### config.mk
export PLATFORM = sky130hd
export DESIGN_NAME = vdma_engine
export DESIGN_NICKNAME = d
export VERILOG_FILES = /design/src/rtl/vdma_pkg.sv /design/src/rtl/vdma_regs.sv /design/src/rtl/vdma_check.sv /design/src/rtl/vdma_walk.sv /design/src/rtl/vdma_engine.sv
export SDC_FILE = /design/constraint.sdc
export NUM_CORES = 2
export LEC_CHECK = 0
export ABC_AREA = 1
export BUFFER_PORTS_ARGS = -buffer_cell sky130_fd_sc_hd__buf_4
export CORE_MARGIN = 2
export CORE_UTILIZATION = 35
export CTS_BUF_LIST = sky130_fd_sc_hd__clkbuf_2 sky130_fd_sc_hd__clkbuf_4 sky130_fd_sc_hd__clkbuf_8
export CTS_CLUSTER_SIZE = 40
export DETAILED_ROUTE_END_ITERATION = 12
export GPL_ROUTABILITY_DRIVEN = 0
export PLACE_DENSITY_LB_ADDON = 0.15
export SLEW_MARGIN = 20
export SYNTH_ARGS = -nofsm -noshare
export SYNTH_HDL_FRONTEND = slang
export SYNTH_HIERARCHICAL = 1
export SYNTH_SLANG_ARGS = --single-unit
### constraint.sdc
create_clock -name clk -period 16.76 [get_ports clk]
set_input_delay 5.028 -clock clk [delete_from_list [all_inputs] [get_ports clk]]
set_output_delay 5.028 -clock clk [all_outputs]
set_load 0.02 [all_outputs]
### src/rtl/vdma_pkg.sv
package vdma_pkg;
    localparam int AW = 24;

    // register offsets whose position the bench and software rely on
    localparam logic [3:0] OFF_CTRL = 4'd0;
    localparam logic [3:0] OFF_STAT = 4'd1;

    localparam int CB_EN   = 0;
    localparam int CB_2D   = 1;
    localparam int CB_FILL = 2;
    localparam int CB_GO   = 7;

    localparam int EB_SIZE = 0;
    localparam int EB_DST  = 1;
    localparam int EB_SRC  = 2;

    typedef enum logic [1:0] {ST_IDLE, ST_RD, ST_WR} walk_st_e;

    typedef struct packed {
        logic enable;
        logic two_d;
        logic fill;
    } ctrl_t;

    typedef struct packed {
        ctrl_t          ctrl;
        logic [AW-1:0]  src;
        logic [AW-1:0]  dst;
        logic [31:0]    size;
        logic [15:0]    sstride;
        logic [15:0]    dstride;
        logic [7:0]     fill_byte;
    } cfg_t;

    typedef struct packed {
        walk_st_e       st;
        logic           fill;
        logic [AW-1:0]  src_row;
        logic [AW-1:0]  dst_row;
        logic [AW-1:0]  src_ptr;
        logic [AW-1:0]  dst_ptr;
        logic [AW-1:0]  col;
        logic [AW-1:0]  width;
        logic [15:0]    row;
        logic [15:0]    height;
        logic [15:0]    sstr;
        logic [15:0]    dstr;
        logic [7:0]     fbyte;
        logic [2:0]     err;
    } walk_t;
endpackage

### src/rtl/vdma_regs.sv
module vdma_regs
    import vdma_pkg::*;
(
    input  logic        clk,
    input  logic        rst_n,
    input  logic        we_i,
    input  logic [3:0]  sel_i,
    input  logic [7:0]  wdata_i,
    input  logic [7:0]  status_i,
    output logic [7:0]  rdata_o,
    output cfg_t        cfg_o,
    output logic        start_o
);
    localparam int NREG = 16;

    logic [NREG-1:0][7:0] bank_d, bank_q;
    logic                 ctrl_wr;

    assign ctrl_wr = we_i && (sel_i == OFF_CTRL);

    always_comb begin
        bank_d = bank_q;
        if (we_i) begin
            if (sel_i == OFF_CTRL) begin
                bank_d[OFF_CTRL] = {1'b0, wdata_i[6:0]};
            end else begin
                bank_d[sel_i] = wdata_i;
            end
        end
    end

    always_ff @(posedge clk) begin
        if (!rst_n) begin
            bank_q <= '0;
        end else begin
            bank_q <= bank_d;
        end
    end

    always_comb begin
        case (sel_i)
            OFF_CTRL: rdata_o = bank_q[OFF_CTRL];
            OFF_STAT: rdata_o = status_i;
            default:  rdata_o = bank_q[sel_i];
        endcase
    end

    // a control write forwards its own mode bits to the start decision
    always_comb begin
        if (ctrl_wr) begin
            cfg_o.ctrl = '{enable: wdata_i[CB_EN], two_d: wdata_i[CB_2D], fill: wdata_i[CB_FILL]};
        end else begin
            cfg_o.ctrl = '{enable: bank_q[OFF_CTRL][CB_EN], two_d: bank_q[OFF_CTRL][CB_2D],
                           fill: bank_q[OFF_CTRL][CB_FILL]};
        end
        cfg_o.src       = {bank_q[4], bank_q[3], bank_q[2]};
        cfg_o.dst       = {bank_q[7], bank_q[6], bank_q[5]};
        cfg_o.size      = {bank_q[11], bank_q[10], bank_q[9], bank_q[8]};
        cfg_o.sstride   = {bank_q[13], bank_q[12]};
        cfg_o.dstride   = {bank_q[15], bank_q[14]};
        cfg_o.fill_byte = bank_q[OFF_STAT];
    end

    assign start_o = ctrl_wr && wdata_i[CB_GO] && wdata_i[CB_EN];


    ctrl_go_never_stored_chk: assert property (@(posedge clk) disable iff (!rst_n)
        ctrl_wr |=> (bank_q[OFF_CTRL][7] == 1'b0));
endmodule

### src/rtl/vdma_check.sv
module vdma_check
    import vdma_pkg::*;
#(
    parameter int MEM_SIZE = 1024
)(
    input  cfg_t        cfg_i,
    output logic [2:0]  err_o
);
    localparam int        XW    = 34;
    localparam logic [XW-1:0] LIMIT = XW'(MEM_SIZE);

    logic [XW-1:0] w_x, h_x, s_end, d_end;
    logic          size_bad;

    always_comb begin
        if (cfg_i.ctrl.two_d) begin
            w_x = {18'b0, cfg_i.size[15:0]};
            h_x = {18'b0, cfg_i.size[31:16]};
            size_bad = (w_x == '0) || (h_x == '0)
                     || ({18'b0, cfg_i.dstride} < w_x)
                     || (!cfg_i.ctrl.fill && ({18'b0, cfg_i.sstride} < w_x));
            s_end = XW'(cfg_i.src) + (h_x - XW'(1)) * {18'b0, cfg_i.sstride} + w_x;
            d_end = XW'(cfg_i.dst) + (h_x - XW'(1)) * {18'b0, cfg_i.dstride} + w_x;
        end else begin
            w_x = {10'b0, cfg_i.size[23:0]};
            h_x = XW'(1);
            size_bad = (w_x == '0);
            s_end = XW'(cfg_i.src) + w_x;
            d_end = XW'(cfg_i.dst) + w_x;
        end
        err_o = '0;
        err_o[EB_SIZE] = size_bad;
        err_o[EB_DST]  = !size_bad && (d_end > LIMIT);
        err_o[EB_SRC]  = !size_bad && !cfg_i.ctrl.fill && (s_end > LIMIT);
    end
endmodule

### src/rtl/vdma_walk.sv
module vdma_walk
    import vdma_pkg::*;
(
    input  logic           clk,
    input  logic           rst_n,
    input  logic           start_i,
    input  cfg_t           cfg_i,
    input  logic [2:0]     err_i,
    input  logic [7:0]     mem_rdata_i,
    output logic           busy_o,
    output logic [2:0]     err_o,
    output logic           eng_en_o,
    output logic           eng_we_o,
    output logic [AW-1:0]  eng_addr_o,
    output logic [7:0]     eng_wdata_o
);
    walk_t    q, d;
    walk_st_e next_byte_st;
    logic     last_col, last_row;

    assign last_col     = (q.col == q.width - AW'(1));
    assign last_row     = (q.row == q.height - 16'd1);
    assign next_byte_st = q.fill ? ST_WR : ST_RD;

    always_comb begin
        d           = q;
        eng_en_o    = 1'b0;
        eng_we_o    = 1'b0;
        eng_addr_o  = q.src_ptr;
        eng_wdata_o = q.fbyte;
        case (q.st)
            ST_IDLE: begin
                if (start_i) begin
                    d.err = err_i;
                    if (err_i == 3'b000) begin
                        d.fill    = cfg_i.ctrl.fill;
                        d.src_row = cfg_i.src;
                        d.src_ptr = cfg_i.src;
                        d.dst_row = cfg_i.dst;
                        d.dst_ptr = cfg_i.dst;
                        d.col     = '0;
                        d.row     = '0;
                        d.sstr    = cfg_i.sstride;
                        d.dstr    = cfg_i.dstride;
                        d.fbyte   = cfg_i.fill_byte;
                        if (cfg_i.ctrl.two_d) begin
                            d.width  = {8'b0, cfg_i.size[15:0]};
                            d.height = cfg_i.size[31:16];
                        end else begin
                            d.width  = cfg_i.size[23:0];
                            d.height = 16'd1;
                        end
                        d.st = cfg_i.ctrl.fill ? ST_WR : ST_RD;
                    end
                end
            end
            ST_RD: begin
                eng_en_o   = 1'b1;
                eng_addr_o = q.src_ptr;
                d.st       = ST_WR;
            end
            ST_WR: begin
                eng_en_o    = 1'b1;
                eng_we_o    = 1'b1;
                eng_addr_o  = q.dst_ptr;
                eng_wdata_o = q.fill ? q.fbyte : mem_rdata_i;
                if (last_col) begin
                    d.col = '0;
                    if (last_row) begin
                        d.st = ST_IDLE;
                    end else begin
                        d.row     = q.row + 16'd1;
                        d.src_row = q.src_row + {8'b0, q.sstr};
                        d.dst_row = q.dst_row + {8'b0, q.dstr};
                        d.src_ptr = q.src_row + {8'b0, q.sstr};
                        d.dst_ptr = q.dst_row + {8'b0, q.dstr};
                        d.st      = next_byte_st;
                    end
                end else begin
                    d.col     = q.col + AW'(1);
                    d.src_ptr = q.src_ptr + AW'(1);
                    d.dst_ptr = q.dst_ptr + AW'(1);
                    d.st      = next_byte_st;
                end
            end
            default: d.st = ST_IDLE;
        endcase
    end

    always_ff @(posedge clk) begin
        if (!rst_n) begin
            q    <= '0;
            q.st <= ST_IDLE;
        end else begin
            q <= d;
        end
    end

    assign busy_o = (q.st != ST_IDLE);
    assign err_o  = q.err;


    last_write_ends_chk: assert property (@(posedge clk) disable iff (!rst_n)
        (q.st == ST_WR && last_col && last_row) |=> !busy_o);


    err_blocks_start_chk: assert property (@(posedge clk) disable iff (!rst_n)
        (q.st == ST_IDLE && start_i && err_i != 3'b000) |=> (!busy_o && q.err == $past(err_i)));


    copy_read_then_write_chk: assert property (@(posedge clk) disable iff (!rst_n)
        (q.st == ST_WR && !q.fill) |-> ($past(q.st) == ST_RD));


    fill_no_read_chk: assert property (@(posedge clk) disable iff (!rst_n)
        (busy_o && q.fill) |-> (q.st == ST_WR));
endmodule

### src/rtl/vdma_engine.sv
module vdma_engine
    import vdma_pkg::*;
#(
    parameter int MEM_SIZE = 1024
)(
    input  logic         clk,
    input  logic         rst_n,
    input  logic         reg_we,
    input  logic [3:0]   reg_sel,
    input  logic [7:0]   reg_wdata,
    output logic [7:0]   reg_rdata,
    input  logic         cpu_mem_req,
    input  logic         cpu_mem_we,
    input  logic [23:0]  cpu_mem_addr,
    input  logic [7:0]   cpu_mem_wdata,
    output logic         cpu_mem_gnt,
    output logic [7:0]   cpu_mem_rdata,
    output logic         mem_en,
    output logic         mem_we,
    output logic [23:0]  mem_addr,
    output logic [7:0]   mem_wdata,
    input  logic [7:0]   mem_rdata
);
    cfg_t           cfg;
    logic           start;
    logic [2:0]     chk_err, err_q;
    logic           busy;
    logic [7:0]     status;
    logic           eng_en, eng_we;
    logic [AW-1:0]  eng_addr;
    logic [7:0]     eng_wdata;

    assign status = {busy, 4'b0000, err_q};

    vdma_regs u_regs (
        .clk      (clk),
        .rst_n    (rst_n),
        .we_i     (reg_we),
        .sel_i    (reg_sel),
        .wdata_i  (reg_wdata),
        .status_i (status),
        .rdata_o  (reg_rdata),
        .cfg_o    (cfg),
        .start_o  (start)
    );

    vdma_check #(.MEM_SIZE(MEM_SIZE)) u_check (
        .cfg_i (cfg),
        .err_o (chk_err)
    );

    vdma_walk u_walk (
        .clk         (clk),
        .rst_n       (rst_n),
        .start_i     (start),
        .cfg_i       (cfg),
        .err_i       (chk_err),
        .mem_rdata_i (mem_rdata),
        .busy_o      (busy),
        .err_o       (err_q),
        .eng_en_o    (eng_en),
        .eng_we_o    (eng_we),
        .eng_addr_o  (eng_addr),
        .eng_wdata_o (eng_wdata)
    );

    always_comb begin
        if (busy) begin
            mem_en    = eng_en;
            mem_we    = eng_we;
            mem_addr  = eng_addr;
            mem_wdata = eng_wdata;
        end else begin
            mem_en    = cpu_mem_req;
            mem_we    = cpu_mem_req && cpu_mem_we;
            mem_addr  = cpu_mem_addr;
            mem_wdata = cpu_mem_wdata;
        end
    end

    assign cpu_mem_gnt   = cpu_mem_req && !busy;
    assign cpu_mem_rdata = mem_rdata;


    engine_in_range_chk: assert property (@(posedge clk) disable iff (!rst_n)
        (busy && mem_en) |-> (mem_addr < AW'(MEM_SIZE)));


    lockout_source_chk: assert property (@(posedge clk) disable iff (!rst_n)
        (busy && mem_we) |-> (mem_wdata == eng_wdata && !cpu_mem_gnt));
endmodule

* Word level (Yosys, flattened, before mapping)
Cells that the tools add are included.
** Word-level totals
- Register bits after elaboration :: 350
- Logic and storage cells :: 132
- Bits of input ports :: 57
- Output and inout bits :: 51
** Cells by class
- Equal/unequal tests :: 10
- Add/subtract/negate cells :: 15
- Multipliers :: 2
- Order comparisons :: 6
- Muxes and demuxes :: 36
- Bitwise operators :: 1
- Reductions and logical operators :: 32
** Operator list (number)
- 120-bit one-hot mux with 2 select lines :: 1
- 222-bit two-way mux :: 1
- 219-bit two-way mux :: 1
- 128-bit bitwise mux :: 1
- 96-bit two-way mux :: 1
- 24-bit by 1-bit adder with 24-bit output, second input constant :: 3
- 24-bit two-way mux :: 3
- 72-bit two-way mux :: 1
- 24-bit by 34-bit adder with 34-bit output :: 2
- 34-bit by 16-bit adder with 34-bit output :: 2
- 34-bit by 11-bit greater-than comparator with 1-bit output, second input constant :: 2
- 34-bit by 16-bit multiplier with 34-bit output :: 2
- 34-bit two-way mux :: 2
- 24-bit by 24-bit adder with 25-bit output :: 2
- 24-bit by 16-bit adder with 24-bit output :: 2
- 16-bit two-way mux :: 3
- 48-bit two-way mux :: 1
- 8-bit two-way mux :: 6
- 8-bit binary-select mux with 4-bit select :: 1
- 8-bit demux with 4-bit select :: 1
- 16-bit zero test :: 2
- 16-bit less-than comparator :: 2
- 16-bit one-hot mux with 2 select lines :: 1
- 24-bit == test :: 1
- 31 further kinds :: 58

* Logic depth before layout (Yosys ltp)
- Word-level depth :: 14
- Mapped depth :: 56
- Gate-level depth less buffers :: 54

* Hierarchy
The synthesis kept the hierarchy.
** Modules (own cells, without submodules)
- vdma_check :: area each 30691.9 um2, seq. area each 0.0 um2, times used 1, cells each 4430
- vdma_walk :: area each 15812.7 um2, seq. area each 4444.3 um2, times used 1, cells each 2601
- vdma_regs :: area each 6766.5 um2, seq. area each 2562.5 um2, times used 1, cells each 934
- vdma_engine :: area each 586.8 um2, seq. area each 0.0 um2, times used 1, cells each 120

* Worst setup path before layout
No wires, ideal clock.
- Path type :: input -> output
- Start :: input reg_sel[1]
- End :: output reg_rdata[1]
- Stages :: 7
- Buffers on the path :: 2
- Arrival :: 6.012 ns
- Setup slack :: 5.720 ns
- Data required time :: 11.732 ns
- Cells stage by stage :: buf_4 inv_1 clkbuf_1 nand3_1 nand3_1 nand2_1 nand4_1
** On the way
- Word-level cells in the longest chain between the ends :: 3
- Elaborated cells on any way between the ends :: 5
- Classes of those cells :: 1 x eq/ne; 3 x mux; 1 x reduce/logical
** Ends and longest elaborated chain
- start, declared :: line vdma_engine.sv:9 : input logic [3:0] reg_sel,
- 8-bit binary-select mux with 4-bit select :: line vdma_regs.sv:44 : default: rdata_o = bank_q[sel_i];
- 8-bit two-way mux (implied by the code) :: line vdma_regs.sv:44
- 8-bit one-hot mux with 2 select lines (*) :: line vdma_regs.sv:41 : case (sel_i)
- end, declared :: line vdma_engine.sv:11 : output logic [7:0] reg_rdata,
Every way passes the cells marked *; elsewhere a longest branch is shown, timed or not. The select of a mux whose other input is x is not followed.

* Worst setup path after layout
- Start :: input reg_sel[1]
- End :: output reg_rdata[2]
The elaborated chain is that of the path after synthesis.

==> results.sh <==
export IMPL_p_leak_nw=30.3
export IMPL_antenna_left=0
export IMPL_hold_viol_final=0
export IMPL_hold_buffers=0
export IMPL_grt_max_degree=90
export IMPL_placedCellCount=9937
export IMPL_crit_family="buffers and inverters"
export IMPL_peakVddDrop_mv=0.0457
export IMPL_maxSlewHeadroom=0.246
export IMPL_clockRootBuffer="clkbuf_8"
export IMPL_finalWorstSetupSlack_ps=4390
export IMPL_syn_area_per_cell_sq_um=6.66
export IMPL_rows=143
export IMPL_outcome="finished, final reports clean"
export IMPL_fin_crit_ps=12370
export IMPL_cts_buffer_depth=3
export IMPL_area_growth_pct=6.27
export IMPL_layout_commonest_cell="nand2_1"
export IMPL_yosys_warnings=6
export IMPL_drt_wl_total_microns=202000
export IMPL_grt_pass1_vias=50100
export IMPL_finalNonFillerCells=10100
export IMPL_cpPeakStageDelay_ps=920
export IMPL_dieWidth_microns=396
export IMPL_skew_ps=48.0
export IMPL_cts_sinks=350
export IMPL_start_kind="input port"
export IMPL_ios=108
export IMPL_cts_setup_buffers=0
export IMPL_hpwl_microns=161000
export IMPL_netlist_area_sq_um=53900
export IMPL_drive_gt1_frac=0.0626
export IMPL_setup_viol=0
export IMPL_tightest_slew_ps=1130
export IMPL_power_total_mw=2.85
export IMPL_antenna_found_initial=13
export IMPL_initial_utilization=0.353
export IMPL_hp_class="reg2reg"
export IMPL_dp_slack_ps=4500
export IMPL_overflow=0
export IMPL_drtIter0Drc=4280
export IMPL_required_ps=11730
export IMPL_layout_common_cells="nand2_1 (2163), inv_1 (1574), nor2_1 (898)"
export IMPL_timing_final_crit_share=0.738
export IMPL_nNetsFinal=8983
export IMPL_critPathMostFrequentCell="nand2_1"
export IMPL_setup_tns_ps=0
export IMPL_critPathCaptureType="output port"
export IMPL_fin_hold_ws_ps=457
export IMPL_clk_pin_slew_ps=60
export IMPL_dr_pass1_iters=6
export IMPL_grt_use_total=0.256
export IMPL_critPathSlowestCell="clkinv_1"
export IMPL_crit_chain="buf_4 -> clkinv_1 -> nand2_1 -> nand2_1 -> nand2_1 -> nand4_1 -> buf_4"
export IMPL_cp_num_buf_inv=3
export IMPL_cts_tree="built"
export IMPL_rsz0062_at_grt="false"
export IMPL_die_h_microns=396
export IMPL_cts_repair_resized=0
export IMPL_via_per_inst=5.04
export IMPL_grt_pass1_wl_microns=308000
export IMPL_vias=50700
export IMPL_drc=0
export IMPL_clock_latency_ps=740
export IMPL_cts_inserted_buffers=66
export IMPL_synthCells=8084
export IMPL_crit_arrival_ps=7340
export IMPL_clock_fmax_mhz=80.9
export IMPL_powerDensity_nw_per_um2=49.8
export IMPL_core_sq_um=152000
export IMPL_port_buffers=107
export IMPL_slew_viol_final=0
export IMPL_wire_per_inst_microns=20.1
export IMPL_cp_max_fo=36
export IMPL_dieArea_sq_um=157000
export IMPL_drv_cap=0
export IMPL_cts_htree_levels=3
export IMPL_criticalPathCategory="in2out"
## report_power, final
group / leakage, nW / switching [mW] / internal [mW]
Clock: 0.791 / 0.445 / 0.560
Combinational: 26.7 / 0.672 / 0.316
Sequential: 2.82 / 0.0173 / 0.840
## worst min-delay path: stages (launching register included)
cell,delay [ps]
dfxtp_1,300
inv_1,60
a21oi_1,50
## state kept, by name (all words and copies together) (netlist names)
signal	flops
u_walk/err_o	3
u_regs/bank_q	8
u_regs/cfg_o	120
u_walk/q	219
## worst paths after layout
kind | start | endpoint | slack (ps) | cells after the start
setup / recovery | reg_sel[1] | reg_rdata[2] | 4390 | 7
hold / removal | u_walk/q[3] | u_walk/q[3] | 460 | 2
hold reg to reg | u_walk/q[3] | u_walk/q[3] | 460 | 2
setup reg to reg | u_regs/cfg_o[60] | u_walk/q[153] | 4790 | 44
## cell type report
| type | count | area, sq um |
|---|---|---|
| multi-input combinational | 5741 | 38500 |
| sequential | 350 | 7010 |
| fill | 16800 | 95200 |
| timing repair buffer | 211 | 1600 |
| tap | 2030 | 2540 |
| clock buffer | 97 | 1230 |
| inverter | 1606 | 6040 |
| clock inverter | 17 | 287 |
| antenna | 5 | 12.5 |
## layer usage
| layer | vias up | track usage | share of wire |
|---|---|---|---|
| li1 | 24200 | - | - |
| met4 | 2 | 0.0885 | 0.037 |
| met1 | 24600 | 0.354 | 0.45 |
| met2 | 1668 | 0.406 | 0.45 |
| met3 | 310 | 0.0391 | 0.070 |
| met5 | - | 0 | 0.000054 |
## per-stage QoR
step            util  area [sq um]
2_1_floorplan      -         53900
3_3_place_gp   0.365         55700
3_5_place_dp   0.365         55700
4_1_cts        0.375         57200
5_1_grt        0.375         57200
6_report       0.375         57200
Power figures use the tool's default switching activity.
